`config.mk`:
```
export PLATFORM = sky130hd
export DESIGN_NAME = keyed_wdt
export DESIGN_NICKNAME = d
export VERILOG_FILES = /design/src/rtl/wdt_pkg.sv /design/src/rtl/wdt_keyfsm.sv /design/src/rtl/wdt_count64.sv /design/src/rtl/keyed_wdt.sv
export SDC_FILE = /design/constraint.sdc
export NUM_CORES = 1
export LEC_CHECK = 0
export BUFFER_PORTS_ARGS = -buffer_cell sky130_fd_sc_hd__buf_2
export CELL_PAD_IN_SITES_DETAIL_PLACEMENT = 0
export CELL_PAD_IN_SITES_GLOBAL_PLACEMENT = 1
export CORE_UTILIZATION = 25
export CTS_BUF_LIST = sky130_fd_sc_hd__clkbuf_8
export DETAILED_ROUTE_END_ITERATION = 8
export PLACE_DENSITY = 0.55
export REMOVE_ABC_BUFFERS = 1
export SETUP_SLACK_MARGIN = 0.05
export SLEW_MARGIN = 20
export SYNTH_ARGS = -nofsm -noshare
export SYNTH_HDL_FRONTEND = slang
export SYNTH_HIERARCHICAL = 1
export SYNTH_SLANG_ARGS = --single-unit
```
`constraint.sdc`:
```
create_clock -name clk -period 3.1 [get_ports clk]
set_clock_uncertainty 0.2 [all_clocks]
set_input_delay 0 -clock clk [delete_from_list [all_inputs] [get_ports clk]]
set_output_delay 0 -clock clk [all_outputs]
set_load 0.01 [all_outputs]
```
`src/rtl/wdt_pkg.sv`:
```
package wdt_pkg;
  localparam int unsigned REG_W = 32;
  localparam int unsigned KEY_W = 16;
  localparam int unsigned KEY_LSB = 16;
  localparam int unsigned EN_BIT = 14;
  localparam int unsigned FLAG_BIT = 15;

  localparam logic [KEY_W-1:0] KEY_OPEN  = 16'hA5C6;
  localparam logic [KEY_W-1:0] KEY_CLOSE = 16'hDA7E;

  localparam logic [7:0] A_ID     = 8'h00;
  localparam logic [7:0] A_EMU    = 8'h04;
  localparam logic [7:0] A_CNT_LO = 8'h10;
  localparam logic [7:0] A_CNT_HI = 8'h14;
  localparam logic [7:0] A_PRD_LO = 8'h18;
  localparam logic [7:0] A_PRD_HI = 8'h1C;
  localparam logic [7:0] A_TCTL   = 8'h20;
  localparam logic [7:0] A_GCTL   = 8'h24;
  localparam logic [7:0] A_WCTL   = 8'h28;

  typedef enum logic [1:0] {WD_IDLE, WD_PRE, WD_LIVE, WD_SVC} wd_state_e;

  // Counter runs only with both halves released, watchdog mode, nonzero run mode
  function automatic logic count_enabled(logic [1:0] mode, logic [3:0] gctl);
    return gctl[0] && gctl[1] && (gctl[3:2] == 2'd2) && (mode != 2'd0);
  endfunction

  // One key write applied to the arming state
  function automatic wd_state_e key_step(wd_state_e cur, logic [KEY_W-1:0] key, logic en);
    wd_state_e nxt;
    nxt = cur;
    case (cur)
      WD_IDLE: if (key == KEY_OPEN && en) nxt = WD_PRE;
      WD_PRE:  if (key == KEY_CLOSE)      nxt = WD_LIVE;
      WD_LIVE: if (key == KEY_OPEN)       nxt = WD_SVC;
      WD_SVC:  if (key == KEY_CLOSE)      nxt = WD_LIVE;
      default: nxt = cur;
    endcase
    return nxt;
  endfunction
endpackage

```
`src/rtl/wdt_keyfsm.sv`:
```
module wdt_keyfsm
  import wdt_pkg::*;
(
  input  logic             clk,
  input  logic             rst_n,
  input  logic             key_wr,
  input  logic [KEY_W-1:0] key,
  input  logic             en_bit,
  output logic             locked,
  output logic             live,
  output logic             restart
);
  wd_state_e st_q;
  wd_state_e st_d;

  always_comb st_d = key_wr ? key_step(st_q, key, en_bit) : st_q;

  always_ff @(posedge clk or negedge rst_n) begin
    if (!rst_n) st_q <= WD_IDLE;
    else        st_q <= st_d;
  end

  assign locked  = (st_q != WD_IDLE);
  assign live    = (st_q == WD_LIVE) || (st_q == WD_SVC);
  // entering the live state (activation or completed service) restarts the count
  assign restart = (st_d == WD_LIVE) && (st_q != WD_LIVE);
endmodule

```
`src/rtl/wdt_count64.sv`:
```
module wdt_count64 #(
  parameter int unsigned HALF_W = 32,
  localparam int unsigned CNT_W = 2 * HALF_W
) (
  input  logic              clk,
  input  logic              rst_n,
  input  logic              run,
  input  logic              restart,
  input  logic              live,
  input  logic [1:0]        half_wr,
  input  logic [HALF_W-1:0] wdata,
  input  logic [CNT_W-1:0]  period,
  output logic [CNT_W-1:0]  cnt,
  output logic              hit,
  output logic              rst_req,
  output logic              flag
);
  logic [CNT_W-1:0] cnt_q;
  logic             hit_q;
  logic             req_q;
  logic             flag_q;

  always_ff @(posedge clk or negedge rst_n) begin
    if (!rst_n) begin
      cnt_q <= '0;
    end else if (restart) begin
      cnt_q <= '0;
    end else begin
      cnt_q <= run ? cnt_q + CNT_W'(1) : cnt_q;
      for (int h = 0; h < 2; h++) begin
        if (half_wr[h]) cnt_q[h*HALF_W +: HALF_W] <= wdata;
      end
    end
  end

  assign hit = live && (cnt_q == period);

  always_ff @(posedge clk or negedge rst_n) begin
    if (!rst_n) begin
      hit_q  <= 1'b0;
      req_q  <= 1'b0;
      flag_q <= 1'b0;
    end else begin
      hit_q  <= hit;
      req_q  <= hit && !hit_q;
      flag_q <= flag_q || hit;
    end
  end

  assign cnt     = cnt_q;
  assign rst_req = req_q;
  assign flag    = flag_q;
endmodule

```
`src/rtl/keyed_wdt.sv`:
```
module keyed_wdt
  import wdt_pkg::*;
#(
  parameter int unsigned ADDR_W   = 8,
  parameter logic [31:0] ID_VALUE = 32'h0057_D001
) (
  input  logic              clk,
  input  logic              rst_n,
  input  logic [ADDR_W-1:0] bus_addr,
  input  logic              bus_we,
  input  logic [REG_W-1:0]  bus_wdata,
  output logic [REG_W-1:0]  bus_rdata,
  output logic              rst_req,
  output logic              to_flag
);
  localparam int unsigned CNT_W = 2 * REG_W;

  logic             locked;
  logic             live;
  logic             cnt_restart;
  logic             cfg_we;
  logic             wctl_we;
  logic             run;
  logic             hit;
  logic [1:0]       cnt_half_wr;
  logic [1:0]       tctl_mode;
  logic [3:0]       gctl_q;
  logic [CNT_W-1:0] period_full;
  logic [CNT_W-1:0] cnt;

  assign cfg_we  = bus_we && !locked;
  assign wctl_we = bus_we && (bus_addr == ADDR_W'(A_WCTL));

  wdt_keyfsm u_keys (
    .clk     (clk),
    .rst_n   (rst_n),
    .key_wr  (wctl_we),
    .key     (bus_wdata[KEY_LSB +: KEY_W]),
    .en_bit  (bus_wdata[EN_BIT]),
    .locked  (locked),
    .live    (live),
    .restart (cnt_restart)
  );

  // period halves: identical registers at consecutive word addresses
  for (genvar h = 0; h < 2; h++) begin : g_prd
    localparam logic [ADDR_W-1:0] PRD_ADDR = ADDR_W'(A_PRD_LO) + ADDR_W'(4 * h);
    localparam logic [ADDR_W-1:0] CNT_ADDR = ADDR_W'(A_CNT_LO) + ADDR_W'(4 * h);
    logic [REG_W-1:0] half_q;
    always_ff @(posedge clk or negedge rst_n) begin
      if (!rst_n)                             half_q <= '0;
      else if (cfg_we && bus_addr == PRD_ADDR) half_q <= bus_wdata;
    end
    assign period_full[h*REG_W +: REG_W] = half_q;
    assign cnt_half_wr[h] = cfg_we && (bus_addr == CNT_ADDR);
  end

  always_ff @(posedge clk or negedge rst_n) begin
    if (!rst_n) begin
      tctl_mode <= 2'd0;
      gctl_q    <= 4'd0;
    end else if (cfg_we) begin
      if (bus_addr == ADDR_W'(A_TCTL)) tctl_mode <= bus_wdata[7:6];
      if (bus_addr == ADDR_W'(A_GCTL)) gctl_q    <= bus_wdata[3:0];
    end
  end

  assign run = count_enabled(tctl_mode, gctl_q);

  wdt_count64 #(.HALF_W(REG_W)) u_cnt (
    .clk     (clk),
    .rst_n   (rst_n),
    .run     (run),
    .restart (cnt_restart),
    .live    (live),
    .half_wr (cnt_half_wr),
    .wdata   (bus_wdata),
    .period  (period_full),
    .cnt     (cnt),
    .hit     (hit),
    .rst_req (rst_req),
    .flag    (to_flag)
  );

  always_comb begin
    bus_rdata = '0;
    case (bus_addr)
      ADDR_W'(A_ID):     bus_rdata = ID_VALUE;
      ADDR_W'(A_EMU):    bus_rdata = '0;
      ADDR_W'(A_CNT_LO): bus_rdata = cnt[REG_W-1:0];
      ADDR_W'(A_CNT_HI): bus_rdata = cnt[CNT_W-1:REG_W];
      ADDR_W'(A_PRD_LO): bus_rdata = period_full[REG_W-1:0];
      ADDR_W'(A_PRD_HI): bus_rdata = period_full[CNT_W-1:REG_W];
      ADDR_W'(A_TCTL):   bus_rdata = {24'd0, tctl_mode, 6'd0};
      ADDR_W'(A_GCTL):   bus_rdata = {28'd0, gctl_q};
      ADDR_W'(A_WCTL):   bus_rdata = {16'd0, to_flag, locked, 14'd0};
      default:           bus_rdata = '0;
    endcase
  end
endmodule

```
==> impl_metrics.csv <==
group,metric,value,unit
global_routing,antenna_found_initial,0,
sta,rsz0062_at_grt,"false",
placed_design,port-buffer-count,76,
critical_path,worst-setup-path-type,"primary input to output pin",
sta,fin_crit_sh,95.5,%
floorplan,die-area,38300,um2
power,p_seq_share,43.4,%
clocking,post_cts_buffers,0,
routing,vias,9129,
sta,worst-slew-pin-transition,0.893,ns
synth,synth_top_family_by_area,"simple AND/OR/NAND/NOR gates",
synth,ys.flop_type,"dfrtp_1",
synth,muxShareOfSynthArea,12.1,%
global_routing,grt.overflow.total,0,
finish,antennaDiodeCount,0,
power,leakagePower,0.00504,uW
synth,syn_inst,1012,
synth,synthXorXnorAreaFrac,8.04,%
global_routing,grt_pass1_wl,65.7,mm
finish,postLayoutCoreUtil,31.9,%
floorplan,die_y,196,um
synth,synth_warnings,6,
synth,ys_async_sr_fraction,100,%
floorplan,rows,70,
routing,firstDrtPassIters,6,
power,internal_power,3180,uW
clocking,clk_latency,0.49,ns
synth,syn_avg_cell_area,9.26,um2
sta,fin_setup_tns,0,ns
worst_hold_path,hp-class,"primary input to flop",
sta,setup_viol,0,
power,power_switching,1460,uW
clocking,root_buffer,"clkbuf_8",
floorplan,initial_core_util,25.5,%
clocking,cts_sinks,139,
critical_path,startpoint_type,"primary input",
floorplan,ioPinCount,77,
status,status,"completed",
routing,wl_per_cell,27.3,um
critical_path,critPathMaxFanout,10,
clocking,cts_max_level,4,
finish,fill_cells,3924,
synth,synth_seq_cells,139,
critical_path,cp-end-kind,"output pin",
power,ir_worst_vdd,177,uV
routing,drt-vias-per-instance,5.51,
placed_design,dpl_cell_area,10800,um2
floorplan,core,36800,um2
global_routing,grtUsageTotal,24.0,%
run,drv_cap,0,
global_routing,grt_max_degree,76,
placed_design,hpwl,34.4,mm
finish,layout-drive-gt1-share,24.3,%
placed_design,gp_congestion,0.948,
sta,relSlewSlack,40.5,%
routing,drt_wl_total,45.2,mm
finish,syn_to_final_growth,25.3,%
sta,holdWs,0.116,ns
sta,fin_crit,2.96,ns
synth,synth_seq_area_share,37.1,%
critical_path,cp_data_arrival_time,2.76,ns
routing,drc,0,
synth,syn_area,9370,um2
finish,finalInstanceArea,11700,um2
power,p_clk_share,37.8,%
power,p_sw_share,31.5,%
sta,drv_slew,0,
sta,hold_viol_final,0,
synth,synth_edf_count,0,
clocking,path_clk_slew,0.09,ns
critical_path,cp_data_required_time,2.90,ns
synth,synth_compound_area_share,14.6,%
floorplan,dieWidth,196,um
finish,fin_nets,1221,
power,power_density,396,nW/um2
routing,drtIter0Drc,926,
synth,synth_cell_type_count,75,
clocking,clock_path_buffers,2,
clocking,numCtsBuffers,17,
power,power.share.combinational,18.9,%
sta,fmax,0.338,GHz
routing,postRouteAntennaNets,0,
synth,synthSimpleGateAreaFrac,23.2,%
global_routing,grt_pass1_vias,8882,
synth,synth-adder-area-share,0.134,%
clocking,cts_tree,"yes",
-- power groups by stage --
stage | Sequential, uW | Combinational [uW] | Clock [uW]
6_report | 2010 | 876 | 1750
3_3_place_gp | 2050 | 825 | 0
3_5_place_dp | 2050 | 822 | 0
2_1_floorplan | 2030 | 364 | 0
4_1_cts | 2010 | 868 | 1800
5_1_grt | 2030 | 930 | 1860
-- final timing paths --
path | startpoint | to | slack [ns] | depth (start not counted)
max in group asynchronous | rst_n | u_cnt/cnt[4] | 1.85 | 4
min in group asynchronous | rst_n | g_prd[0].half_q[29] | 0.41 | 4
setup / recovery | bus_addr[5] | bus_rdata[22] | 0.14 | 8
setup reg to reg | u_cnt/cnt[7] | u_cnt/cnt[55] | 0.22 | 7
hold / removal | bus_wdata[11] | g_prd[1].half_q[11] | 0.12 | 3
hold reg to reg | u_cnt/hit_q | u_cnt/rst_req | 0.21 | 1
-- worst max-delay path, stage by stage --
cell           delay, ns
dlygate4sd3_1       0.53
buf_2               0.16
nor4b_4             0.68
and3_1              0.58
buf_4               0.32
a21oi_1             0.09
o21ai_0             0.17
buf_2               0.20
-- cell usage after synthesis (all sizes together) (4+ instances only) --
cell type	n	share of area (%)
a211oi	25	2.0
a21o	12	0.96
a21oi	53	2.8
a222oi	4	0.43
a22o	6	0.56
a22oi	22	1.8
a311oi	5	0.47
and2	6	0.40
and3	17	1.1
and4	9	0.84
buf	25	1.5
clkbuf	50	2.0
dfrtp	139	37
inv	30	1.2
mux2	71	9.7
mux2i	22	2.4
nand2	61	2.4
nand2b	11	0.73
nand3	29	1.7
nand4	57	4.0
nor2	81	3.2
nor2b	12	0.80
nor3	23	1.2
nor4	34	2.4
nor4b	5	0.95
o21ai	35	1.9
o22ai	4	0.27
o31a	4	0.37
o31ai	5	0.40
or3	5	0.33
or4	16	1.3
xnor2	73	6.8
xor2	13	1.2
-- area by class of cell --
class,instances,area [um2],area share (%)
timing repair buffer,221,1650,14.0
inverter,30,113,0.959
clock buffer,20,275,2.34
sequential,139,3480,29.6
tap,468,586,4.99
clock inverter,12,170,1.45
multi-input combinational,768,5470,46.6
-- logic make-up after synthesis --
group,count (synthesis)
AO/OA/AOI/OAI,204
XOR/XNOR,86
adder cells (fa/ha/maj),1
buffers and inverters,105
flip-flops,139
multiplexers,93
AND/OR/NAND/NOR,384
-- flip-flops by register name, indices dropped and copies added, names as in the netlist --
name           flops
g_prd.half_q      64
gctl_q             4
tctl_mode          2
u_cnt/cnt         64
u_cnt/flag         1
u_cnt/hit_q        1
u_cnt/rst_req      1
u_keys/st_q        2
-- per-stage QoR --
| step | total power (uW) | cells | worst slack [ns] |
|---|---|---|---|
| floorplan | 2400 | 937 | -1.56 |
| global placement | 2870 | 1584 | 0.0656 |
| detailed placement | 2870 | 1584 | 0.0780 |
| CTS | 4680 | 1658 | 0.168 |
| global route | 4820 | 1658 | 0.0591 |
| finish | 4640 | 1658 | 0.139 |
-- cell usage in the layout, fill, tap and decap left out, drive strengths merged, types with 9 or more instances in the layout --
master / instances
a211oi: 25
a21o: 12
a21oi: 53
a22oi: 22
and3: 17
and4: 9
buf: 180
clkbuf: 20
dfrtp: 139
dlygate4sd3: 41
inv: 31
mux2: 71
mux2i: 22
nand2: 61
nand2b: 11
nand3: 29
nand4: 57
nor2: 81
nor2b: 12
nor3: 23
nor4: 34
o21ai: 35
or4: 16
xnor2: 73
xor2: 13
-- layer usage --
metal,part of all wire [%],vias up,global-route usage (%)
met5,0,-,0
met4,2.1,0,6.56
met3,5.4,45,3.52
met2,46,372,38.3
met1,47,4622,33.7
li1,-,4090,-
-- repair_timing --
action,CTS,global route
endpoints found under the setup margin,1,5
resized for setup,1,2
hold buffers,42,0
hold endpoints to repair,275,0
gates cloned,0,0
No activity file was read; power rests on OpenSTA's default activity.
